`src/rtl/dma_arb_pkg.sv`:
```
package dma_arb_pkg;
  typedef enum logic [2:0] {
    ACT_NONE   = 3'd0,
    ACT_DUMMY  = 3'd1,
    ACT_PREAD  = 3'd2,
    ACT_PWRITE = 3'd3,
    ACT_SREAD  = 3'd4
  } act_e;

  typedef enum logic [2:0] {
    P_IDLE, P_PEND, P_ALIGN, P_READ, P_WRITE
  } pg_st_e;

  typedef enum logic [2:0] {
    S_IDLE, S_HALT, S_DUMMY, S_ALIGN, S_DONE
  } smp_st_e;
endpackage

```
`src/rtl/dma_page_chan.sv`:
```
module dma_page_chan
  import dma_arb_pkg::*;
#(
  parameter int ADDR_W = 16,
  parameter int PAGE_W = 8,
  parameter int DATA_W = 8,
  parameter logic [ADDR_W-1:0] PORT_ADDR = 16'h2004
) (
  input  logic              clk,
  input  logic              rst_n,
  input  logic              start,
  input  logic [PAGE_W-1:0] start_page,
  input  logic              cyc_odd,
  input  logic              hold,
  input  logic [DATA_W-1:0] rd_data,
  output logic              busy,
  output act_e              act,
  output logic [ADDR_W-1:0] addr,
  output logic [DATA_W-1:0] wdata
);
  localparam int OFF_W = ADDR_W - PAGE_W;

  pg_st_e             state;
  logic [PAGE_W-1:0]  page;
  logic [OFF_W-1:0]   off;
  logic               need_align;
  logic [DATA_W-1:0]  val;
  logic               adv;

  assign busy = (state != P_IDLE);
  assign adv  = busy && !hold;

  always_ff @(posedge clk) begin
    if (!rst_n) begin
      state      <= P_IDLE;
      page       <= '0;
      off        <= '0;
      need_align <= 1'b0;
      val        <= '0;
    end else if (start) begin
      state      <= P_PEND;
      page       <= start_page;
      off        <= '0;
      need_align <= cyc_odd;
    end else if (adv) begin
      case (state)
        P_PEND:  state <= need_align ? P_ALIGN : P_READ;
        P_ALIGN: state <= P_READ;
        P_READ: begin
          val   <= rd_data;
          state <= P_WRITE;
        end
        P_WRITE: begin
          off   <= off + 1'b1;
          state <= (&off) ? P_IDLE : P_READ;
        end
        default: state <= P_IDLE;
      endcase
    end
  end

  always_comb begin
    act   = ACT_NONE;
    addr  = '0;
    wdata = '0;
    case (state)
      P_PEND, P_ALIGN: act = ACT_DUMMY;
      P_READ: begin
        act  = ACT_PREAD;
        addr = {page, off};
      end
      P_WRITE: begin
        act   = ACT_PWRITE;
        addr  = PORT_ADDR;
        wdata = val;
      end
      default: act = ACT_NONE;
    endcase
  end

  AST_LAST_WRITE_ENDS: assert property (@(posedge clk) disable iff (!rst_n)
    (state == P_WRITE && adv && (&off) && !start) |=> (state == P_IDLE)) else $error("last write");
  AST_WRITE_CARRIES_READ: assert property (@(posedge clk) disable iff (!rst_n)
    (state == P_WRITE && $past(state) == P_READ) |-> (wdata == $past(rd_data))) else $error("write data");
endmodule

```
`src/rtl/dma_smp_chan.sv`:
```
module dma_smp_chan
  import dma_arb_pkg::*;
#(
  parameter int ADDR_W = 16
) (
  input  logic              clk,
  input  logic              rst_n,
  input  logic              start,
  input  logic [ADDR_W-1:0] start_addr,
  input  logic              cyc_odd,
  output logic              busy,
  output act_e              act,
  output logic [ADDR_W-1:0] addr
);
  smp_st_e            state;
  logic [ADDR_W-1:0]  haddr;

  assign busy = (state != S_IDLE);

  always_ff @(posedge clk) begin
    if (!rst_n) begin
      state <= S_IDLE;
      haddr <= '0;
    end else begin
      case (state)
        S_IDLE: if (start) begin
          state <= S_HALT;
          haddr <= start_addr;
        end
        S_HALT:  state <= S_DUMMY;
        S_DUMMY: state <= cyc_odd ? S_ALIGN : S_DONE;
        S_ALIGN: state <= S_DONE;
        S_DONE:  state <= S_IDLE;
        default: state <= S_IDLE;
      endcase
    end
  end

  always_comb begin
    act  = ACT_NONE;
    addr = '0;
    case (state)
      S_HALT: begin
        act  = ACT_DUMMY;
        addr = haddr;
      end
      S_DUMMY: begin
        act  = cyc_odd ? ACT_DUMMY : ACT_SREAD;
        addr = cyc_odd ? haddr : '0;
      end
      S_ALIGN: act = ACT_SREAD;
      default: act = ACT_NONE;
    endcase
  end

  AST_BUSY_REQ_IGNORED: assert property (@(posedge clk) disable iff (!rst_n)
    (busy && start) |=> (haddr == $past(haddr))) else $error("busy request taken");
endmodule

```
`src/rtl/dma_cycle_cnt.sv`:
```
module dma_cycle_cnt #(
  parameter int CNT_W = 16
) (
  input  logic             clk,
  input  logic             rst_n,
  input  logic             clr,
  input  logic             take,
  input  logic             active,
  output logic [CNT_W-1:0] count
);
  always_ff @(posedge clk) begin
    if (!rst_n)       count <= '0;
    else if (clr)     count <= '0;
    else if (take)    count <= {{(CNT_W-1){1'b0}}, active};
    else if (active)  count <= count + 1'b1;
  end
endmodule

```
`src/rtl/dma_arbiter.sv`:
```
module dma_arbiter
  import dma_arb_pkg::*;
#(
  parameter int ADDR_W = 16,
  parameter int PAGE_W = 8,
  parameter int DATA_W = 8,
  parameter int CNT_W  = 16,
  parameter logic [ADDR_W-1:0] PORT_ADDR = 16'h2004
) (
  input  logic              clk,
  input  logic              rst_n,
  input  logic              cyc_odd,
  input  logic              pg_start,
  input  logic [PAGE_W-1:0] pg_start_page,
  input  logic              smp_start,
  input  logic [ADDR_W-1:0] smp_start_addr,
  input  logic [DATA_W-1:0] rd_data,
  input  logic              cnt_take,
  output logic [2:0]        act,
  output logic [ADDR_W-1:0] act_addr,
  output logic [DATA_W-1:0] act_wdata,
  output logic              cpu_halt,
  output logic              pg_busy,
  output logic              smp_busy,
  output logic [CNT_W-1:0]  cnt_value
);
  act_e              pg_act, smp_act, sel_act;
  logic [ADDR_W-1:0] pg_addr, smp_addr;
  logic [DATA_W-1:0] pg_wdata;

  dma_page_chan #(
    .ADDR_W(ADDR_W), .PAGE_W(PAGE_W), .DATA_W(DATA_W), .PORT_ADDR(PORT_ADDR)
  ) u_page (
    .clk(clk), .rst_n(rst_n), .start(pg_start), .start_page(pg_start_page),
    .cyc_odd(cyc_odd), .hold(smp_busy), .rd_data(rd_data),
    .busy(pg_busy), .act(pg_act), .addr(pg_addr), .wdata(pg_wdata)
  );

  dma_smp_chan #(.ADDR_W(ADDR_W)) u_smp (
    .clk(clk), .rst_n(rst_n), .start(smp_start), .start_addr(smp_start_addr),
    .cyc_odd(cyc_odd), .busy(smp_busy), .act(smp_act), .addr(smp_addr)
  );

  assign cpu_halt = pg_busy | smp_busy;

  dma_cycle_cnt #(.CNT_W(CNT_W)) u_cnt (
    .clk(clk), .rst_n(rst_n), .clr(pg_start), .take(cnt_take),
    .active(cpu_halt), .count(cnt_value)
  );

  always_comb begin
    sel_act   = ACT_NONE;
    act_addr  = '0;
    act_wdata = '0;
    if (smp_busy) begin
      sel_act  = smp_act;
      act_addr = smp_addr;
    end else if (pg_busy) begin
      sel_act   = pg_act;
      act_addr  = pg_addr;
      act_wdata = pg_wdata;
    end
  end

  assign act = sel_act;

  AST_SAMPLE_OWNS_BUS: assert property (@(posedge clk) disable iff (!rst_n)
    smp_busy |-> (act != ACT_PREAD && act != ACT_PWRITE)) else $error("page access during sample");
  AST_IDLE_BUS_QUIET: assert property (@(posedge clk) disable iff (!rst_n)
    !cpu_halt |-> (act == ACT_NONE && act_addr == '0)) else $error("idle bus action");
  AST_SREAD_AFTER_DUMMY: assert property (@(posedge clk) disable iff (!rst_n)
    (act == ACT_SREAD) |-> ($past(act) == ACT_DUMMY)) else $error("sample read order");
  AST_COUNT_MOVES: assert property (@(posedge clk) disable iff (!rst_n)
    (cpu_halt && !cnt_take && !pg_start) |=> (cnt_value != '0)) else $error("counter stuck");
endmodule

```
`config.mk`:
```
export PLATFORM = sky130hd
export DESIGN_NAME = dma_arbiter
export DESIGN_NICKNAME = d
export VERILOG_FILES = /design/src/rtl/dma_arb_pkg.sv /design/src/rtl/dma_page_chan.sv /design/src/rtl/dma_smp_chan.sv /design/src/rtl/dma_cycle_cnt.sv /design/src/rtl/dma_arbiter.sv
export SDC_FILE = /design/constraint.sdc
export NUM_CORES = 1
export LEC_CHECK = 0
export CAP_MARGIN = 40
export CORE_MARGIN = 2
export CORE_UTILIZATION = 54
export CTS_BUF_LIST = sky130_fd_sc_hd__clkbuf_4 sky130_fd_sc_hd__clkbuf_8 sky130_fd_sc_hd__clkbuf_16
export CTS_CLUSTER_SIZE = 25
export DETAILED_ROUTE_END_ITERATION = 6
export PLACE_DENSITY_LB_ADDON = 0.12
export SYNTH_ARGS = -nofsm -noshare
export SYNTH_HDL_FRONTEND = slang
export SYNTH_HIERARCHICAL = 1
export SYNTH_SLANG_ARGS = --single-unit
```
`constraint.sdc`:
```
create_clock -name clk -period 5.35 [get_ports clk]
set_clock_uncertainty 0.1 [all_clocks]
set_input_delay 0.8025 -clock clk [delete_from_list [all_inputs] [get_ports clk]]
set_output_delay 0.8025 -clock clk [all_outputs]
set_load 0.02 [all_outputs]
```
# Word level (Yosys, flattened, before mapping)
# Index checks and enable logic that the tools add are counted.
# totals
latch_bits,0
rom_bits,0
elab_cells,60
n_memories,0
ram_bits,0
reg_bits,63
# op_classes
reduce_logical,14
n_eq_ne,8
div_mod_pow,0
magnitude_cmp,0
shifts,0
mul,0
muxes,23
addsub,2
n_bitwise,3
# op_table
cell,n
16-bit case mux with 2 select lines,2
16-bit 2-to-1 mux,3
8-bit 2-to-1 mux,3
3-bit case mux with 4 select lines,2
"16-bit by 1-bit adder with 16-bit output, second input constant",1
3-bit 2-to-1 mux,5
"3-bit by 2-bit equality test with 1-bit output, second input constant",4
3-bit case mux with 3 select lines,1
"8-bit by 1-bit adder with 8-bit output, second input constant",1
8-bit AND reduction,1
"3-bit by 1-bit equality test with 1-bit output, second input constant",2
2-bit case mux with 3 select lines,1
3-bit nonzero test,2
1-bit 2-to-1 mux,5
2-bit AND reduction,2
2-bit nonzero test,2
2-bit OR reduction,2
"3-bit equality test, second input constant",1
3-bit logical NOT,1
3-bit AND reduction,1
3-bit OR reduction,1
2-bit 2-to-1 mux,1
"2-bit != test, second input constant",1
1-bit inverter,2
3 further kinds,3

# Longest topological paths before layout
# Gate-level depths: netlist of run 1.
# logic_depth
ltp_word,5
ltp_mapped,9

# By module
# The synthesis of run 1 kept the hierarchy.
# by_module_without_submodules
mod,cells_each,n_inst,area_each_um2
dma_page_chan,171,1,1471.4
dma_smp_chan,107,1,1002.2
dma_cycle_cnt,88,1,804.5
dma_arbiter,34,1,274.0

# Least setup slack after synthesis of run 1
# No wires, ideal clock.
# synth_timing
path_type,input port to output port
start,in cyc_odd
end,out act[0]
stages,5
required_time_ns,4.448
t_arrival_ns,1.660
path_buffers,2
path_slack_ns,2.787
cell_sequence,nand4bb_1 -> clkbuf_1 -> buf_4 -> nand2_1 -> a22o_1
# synth_via
elab_chain_cells,3
# synth_rtl
element,line_no,source
from (decl),dma_arbiter.sv:12,"input logic cyc_odd,"
3-bit 2-to-1 mux,dma_smp_chan.sv:48,act = cyc_odd ? ACT_DUMMY : ACT_SREAD;
3-bit case mux with 3 select lines,dma_smp_chan.sv:42,case (state)
net smp_act[0],dma_arbiter.sv:27,"act_e pg_act, smp_act, sel_act;"
3-bit 2-to-1 mux,dma_arbiter.sv:55,if (smp_busy) begin
to (decl),dma_arbiter.sv:19,"output logic [2:0] act,"
# The timed path passes the listed nets, and every way through them passes these cells.

# Worst setup path after layout of run 1
# layout_timing
start,reg u_page.state[0]
end,out act_addr[9]
# layout_via
elab_chain_cells,4
elab_cells_between_ends,6
# layout_rtl
element,line_no,source
from (decl),dma_page_chan.sv:23,pg_st_e state;
from (signal assigned),dma_page_chan.sv:47,P_PEND: state <= need_align ? P_ALIGN : P_READ;
from (signal assigned),dma_page_chan.sv:55,state <= (&off) ? P_IDLE : P_READ;
3-bit equality test / 3-bit by 2-bit equality test with 1-bit output (equally long branches),dma_page_chan.sv:66,case (state)
16-bit case mux with 2 select lines (*),dma_page_chan.sv:66,
net pg_addr[9],dma_arbiter.sv:28,"logic [ADDR_W-1:0] pg_addr, smp_addr;"
16-bit 2-to-1 mux (*),dma_arbiter.sv:58,end else if (pg_busy) begin
16-bit 2-to-1 mux (*),dma_arbiter.sv:55,
to (decl),dma_arbiter.sv:20,"output logic [ADDR_W-1:0] act_addr,"
# The timed path passes the listed nets; every way through them passes the cells marked *.

==> qor.csv, run 1 <==
metric,value,unit
post-synthesis sequential area ratio,35.5,%
worst min-delay path class,reg2reg,
top_reg_cell synth,dfxtp_1,
Switch Pwr,0.270,mW
Initial DRC Count,165,
Pwr per Cell Area,228,nW/um^2
Initial Util,55.9,%
Syn Inst Count,400,
switching part of the total,26.1,%
clock power share,36.8,%
Pleak,1.65,nW
area of the core,6350,um^2
post-layout util,71.4,%
Sequential Area,1260,um^2
largest net degree at the start of global routing,39,
slowest CP cell,and3b_1,
Seq cells post-synth,63,
sequential share of power,48.2,%
vias in the first global route,2875,
CTS sink count,63,
Hold Buf Count CTS,0,
CP startpoint kind,flop,
Syn Std Cell Area,3550,um^2
clock buffer depth,2,
Avg Inst Size Synth,8.88,um^2
Comb power frac,14.9,%
crit path buf inv count,1,
final count of hold timing violations,0,
Synth Warn #,6,
Critical Path Max Stage Delay,0.82,ns
Detail Placement HPWL,5750,um
clock latency on the worst-skew pair,0.34,ns
H-tree levels,3,
syn_nets,440,
Via density,5.61,
"Slew Viols, Final",0,
CTS Buf Count,9,
Multi-input gate area,2070,um^2
Post-CTS Setup Repair Bufs,0,
crit path DAT,2.75,ns
Placement Rows,29,
largest cells by area after synthesis,"dfxtp_1, mux2i_1, and2_1",
Synth area leader,dfxtp_1,
wire length per cell,14.9,um
Max-Cap Viols,0,
crit path kind,reg2out,
WL final,8170,um
Slew @ Worst Pin,0.885,ns
total die area,7240,um^2
clock slew at reported path FFs,0.07,ns
ant diodes,0,
gp weighted congestion,0.771,
fraction of registers with async set/reset,0,%
first-pass GRT wire length,13600,um
RSZ-0062 raised after global routing,false,
post-CTS sizing,0,
Vias,3076,
endpoints failing setup,0,
post-place setup slack,1.76,ns
fin worst setup slack,1.70,ns
layout cells sized above 1,10.4,%
PortBufs,83,
"Data required, critical path",4.45,ns
DRC Markers,0,
crit path capture type,output pin,
Final TNS setup,0,ns
fin crit share,68.3,%
FMAX,0.274,GHz
Post-synth EDFFs,0,
Synth cell types,60,
Final nets,507,
Tot GR Track Use,23.3,%
die extent in y,85.1,um
crit-path leading delay family,simple AND/OR/NAND/NOR gates,
I/O pin cnt,84,
Die Span X,85.1,um
Power Internal,0.763,mW
grt ovf,0,
initial antenna violation count,0,
Synth top area share,35.5,%
Detail Route Antenna Nets,0,
Fillers,521,
Period minus WS final,3.65,ns
CTS tree,built,
DRT Pass-1 Iters,4,
crit path cell chain,and3b_1 -> and2_1 -> a22o_1 -> clkdlybuf4s50_1,
CP Max Fanout,26,
Slew headroom,41.0,%
synth-to-layout area growth,27.6,%
WHS,0.359,ns
worst vdd ir,0.193,mV
status,completed,
clock root buffer,clkbuf_8,
[final cells by class]
type,instances,share of cell area [%]
Clock inverter,3,0.386
Multi-Input combinational cell,300,45.6
Inverter,3,0.248
Clock buffer,12,3.64
Sequential cell,63,27.8
Tap cell,77,2.13
Timing Repair Buffer,90,20.1
[synth_stat cells, types with 9 or more instances]
cell type and instances:
dfxtp_1 63, nand2_1 46, and2_1 30, mux2i_1 28, nor2_1 22, a22o_1 19, clkbuf_1 18, a21boi_0 16
nand3_1 13, o21ai_0 13, nor2b_1 11, a21oi_1 9
[layout by cell type (no fill, tap or decap), types with 3 or more instances in the layout]
cell type	instances
mux2i_1	28
nand4_1	6
a21boi_0	16
nor3_1	4
and2_1	30
nor2b_1	11
clkbuf_8	12
nor2_1	22
a21oi_1	9
nand2b_1	3
buf_4	4
nand2_1	46
a22o_1	19
nor4b_1	3
inv_1	3
nand3_1	13
o41ai_1	4
xor2_1	5
clkdlybuf4s50_1	82
xnor2_1	8
o21ai_0	13
a21boi_2	8
nor4_2	3
nor3b_1	5
dfxtp_1	63
[worst paths after layout]
path | start | end | slack [ns] | cells after the start
max | u_page/state[0] | act_addr[9] | 1.70 | 4
min | u_smp/haddr[12] | u_smp/haddr[12] | 0.36 | 2
max reg2reg | u_smp/state[2] | u_cnt/count[15] | 2.83 | 7
min reg2reg | u_smp/haddr[12] | u_smp/haddr[12] | 0.36 | 2
[worst reg2reg max path, delay by kind of cell, from the launching register on]
| kind | cells | cell delay, ns |
|---|---|---|
| AND/OR/NAND/NOR | 4 | 1.22 |
| flip-flops | 1 | 0.46 |
| AO/OA/AOI/OAI | 2 | 0.31 |
| buffers and inverters | 1 | 0.32 |
[cells by family (layout without fill, tap and decap cells)]
| family | after synthesis | after routing | share of synthesized area, % |
|---|---|---|---|
| AOI/OAI and AO/OA | 86 | 86 | 18.7 |
| xor gates and xnor gates | 13 | 13 | 3.21 |
| adders and majority gates | 2 | 2 | 0.704 |
| buffers and inverters | 37 | 108 | 6.45 |
| DFF | 63 | 63 | 35.5 |
| muxes | 28 | 28 | 7.89 |
| other | 2 | 2 | 0.211 |
| and+or+nand+nor | 169 | 169 | 27.3 |
[flip-flops by register name (all words and copies together), names as in the netlist]
signal,flops
u_page/off,8
u_smp/state,3
u_cnt/count,16
u_page/need_align,1
u_page/page,8
u_smp/haddr,16
u_page/val,8
u_page/state,3
[stage by stage]
stage	std cells	power (mW)	instance area (um^2)
floorplan	400	0.610	3550
global placement	530	0.654	4290
detailed placement	533	0.662	4350
CTS	548	1.04	4530
global route	548	1.08	4530
finish	548	1.03	4530
[per-layer routing]
metal	global-route usage, %	up-vias	wire length [um]	part of all wire, %
met4	9.67	0	138	1.7
met1	30.6	1445	3790	46
li1	-	1543	-	-
met5	0	-	0	0
met2	37.2	76	3810	47
met3	5.25	12	432	5.3
[power by group through the flow]
stage	clock, mW	sequential [mW]	combinational [mW]
floorplan	0	0.503	0.107
global placement	0	0.509	0.146
detailed placement	0	0.509	0.154
CTS	0.389	0.498	0.154
global route	0.411	0.500	0.166
finish	0.381	0.498	0.154
Power figures use the tool's default switching activity.
==> run 2: changes to the inputs <==
- CORE_UTILIZATION: 54 -> 50
- clock period: 5.35 -> 3.5 ns (I/O delays scaled with it)
==> qor.csv, run 2 (synthesized netlist as in run 1, its figures left out) <==
metric,value,unit,change
post-layout util,66.8,%,was 71.4%
Slew headroom,47.6,%,was 41.0%
I/O pin cnt,84,,unchanged
area of the core,6830,um^2,was 6350 um^2
wire length per cell,14.7,um,was 14.9 um
Hold Buf Count CTS,0,,unchanged
DRT Pass-1 Iters,4,,unchanged
CTS Buf Count,9,,unchanged
CP Max Fanout,18,,was 26
CP startpoint kind,flop,,unchanged
Pwr per Cell Area,360,nW/um^2,was 228 nW/um^2
vias in the first global route,2912,,was 2875
Detail Placement HPWL,5970,um,was 5750 um
"commonest cells after routing, fill and taps aside","clkdlybuf4s50_1, dfxtp_1, nand2_1, and2_1, mux2i_1",,unchanged
FMAX,0.306,GHz,
slowest CP cell,or3b_1,,was and3b_1
"Slew Viols, Final",0,,unchanged
die extent in y,88.3,um,was 85.1 um
WL final,8370,um,was 8170 um
gp weighted congestion,0.833,,was 0.771
"commonest non-fill, non-tap cell in the layout",clkdlybuf4s50_1,,unchanged
CTS tree,built,,unchanged
Critical Path Max Stage Delay,0.72,ns,was 0.82 ns
Initial Util,52.0,%,was 55.9%
clock root buffer,clkbuf_8,,unchanged
worst vdd ir,0.231,mV,was 0.193 mV
grt ovf,0,,unchanged
Vias,3067,,was 3076
largest net degree at the start of global routing,34,,was 39
worst min-delay path class,reg2reg,,unchanged
initial antenna violation count,0,,unchanged
Period minus WS final,3.26,ns,
Via density,5.38,,was 5.61
status,completed,,unchanged
CTS sink count,63,,unchanged
crit path kind,reg2out,,unchanged
Final TNS setup,0,ns,unchanged
crit path buf inv count,1,,unchanged
Pleak,1.65,nW,about the same
crit path capture type,output pin,,unchanged
Placement Rows,30,,was 29
Slew @ Worst Pin,0.785,ns,was 0.885 ns
clock buffer depth,2,,unchanged
crit path DAT,2.64,ns,was 2.75 ns
crit path cell chain,or3b_1 -> a21boi_0 -> a22o_1 -> clkdlybuf4s50_1,,was and3b_1 -> and2_1 -> a22o_1 -> clkdlybuf4s50_1
synth-to-layout area growth,28.4,%,was 27.6%
post-CTS sizing,0,,unchanged
layout cells sized above 1,11.0,%,was 10.4%
final count of hold timing violations,0,,unchanged
Final nets,509,,was 507
ant diodes,0,,unchanged
endpoints failing setup,0,,unchanged
Max-Cap Viols,0,,unchanged
Detail Route Antenna Nets,0,,unchanged
H-tree levels,3,,unchanged
DRC Markers,0,,unchanged
Initial DRC Count,176,,was 165
Die Span X,88.3,um,was 85.1 um
Tot Pwr,1.64,mW,was 1.03 mW
first-pass GRT wire length,13800,um,was 13600 um
"Data required, critical path",2.87,ns,was 4.45 ns
Fillers,576,,was 521
RSZ-0062 raised after global routing,false,,unchanged
clock latency on the worst-skew pair,0.35,ns,was 0.34 ns
WHS,0.359,ns,about the same
clock slew at reported path FFs,0.08,ns,was 0.07 ns
total die area,7790,um^2,was 7240 um^2
Tot GR Track Use,22.5,%,was 23.3%
Post-CTS Setup Repair Bufs,0,,unchanged
largest registers,"u_cnt/count (16), u_smp/haddr (16)",,unchanged
crit-path leading delay family,simple AND/OR/NAND/NOR gates,,unchanged
fin crit share,93.2,%,
PortBufs,83,,unchanged
[run 2: worst reg2reg max path, stage by stage (launching register included)]
cell     delay (ns)
dfxtp_1        0.38
or3_1          0.44
buf_4          0.26
or4b_4         0.59
or3_2          0.48
a21oi_1        0.16
[run 2: per-stage QoR]
stage          area [um^2]  std cells  setup WS (ns)
3_5_place_dp          4350        554          0.349
4_1_cts               4560        570          0.217
2_1_floorplan         3550        400           1.14
3_3_place_gp          4350        554          0.429
5_1_grt               4560        570         0.0506
6_report              4560        570          0.237
[run 2: per-layer routing]
layer | wire length, um | global-route usage [%] | vias to the layer above | share of wire [%]
met1 | 3810 | 29.6 | 1442 | 45
met4 | 180 | 9.78 | 0 | 2.2
met3 | 443 | 5.50 | 16 | 5.3
li1 | - | - | 1539 | -
met2 | 3940 | 35.3 | 70 | 47
met5 | 0 | 0 | - | 0
[run 2: cell type report]
type | count | area (um^2) | area share [%]
clock buffers | 10 | 138 | 3.02
clock inverters | 6 | 68.8 | 1.51
inverters | 3 | 11.3 | 0.247
multi-input cells | 300 | 2070 | 45.3
flip-flops and latches | 63 | 1260 | 27.7
well taps | 96 | 120 | 2.63
repair buffers | 92 | 893 | 19.6
[run 2: final timing paths]
path                   start         endpoint  slack [ns]  depth (start not counted)
min          u_smp/haddr[10]  u_smp/haddr[10]        0.36                          2
max           u_smp/state[0]     act_addr[14]        0.24                          4
max reg2reg   u_smp/state[2]    u_page/off[4]        1.01                          5
min reg2reg  u_smp/haddr[10]  u_smp/haddr[10]        0.36                          2
[run 2: where the power goes]
part	switching [mW]	leakage (nW)	internal, mW	total (mW)
logic	0.117	1.04	0.115	0.232
registers	0.0210	0.513	0.741	0.762
clock network	0.300	0.0912	0.350	0.650
total	0.438	1.65	1.21	1.64
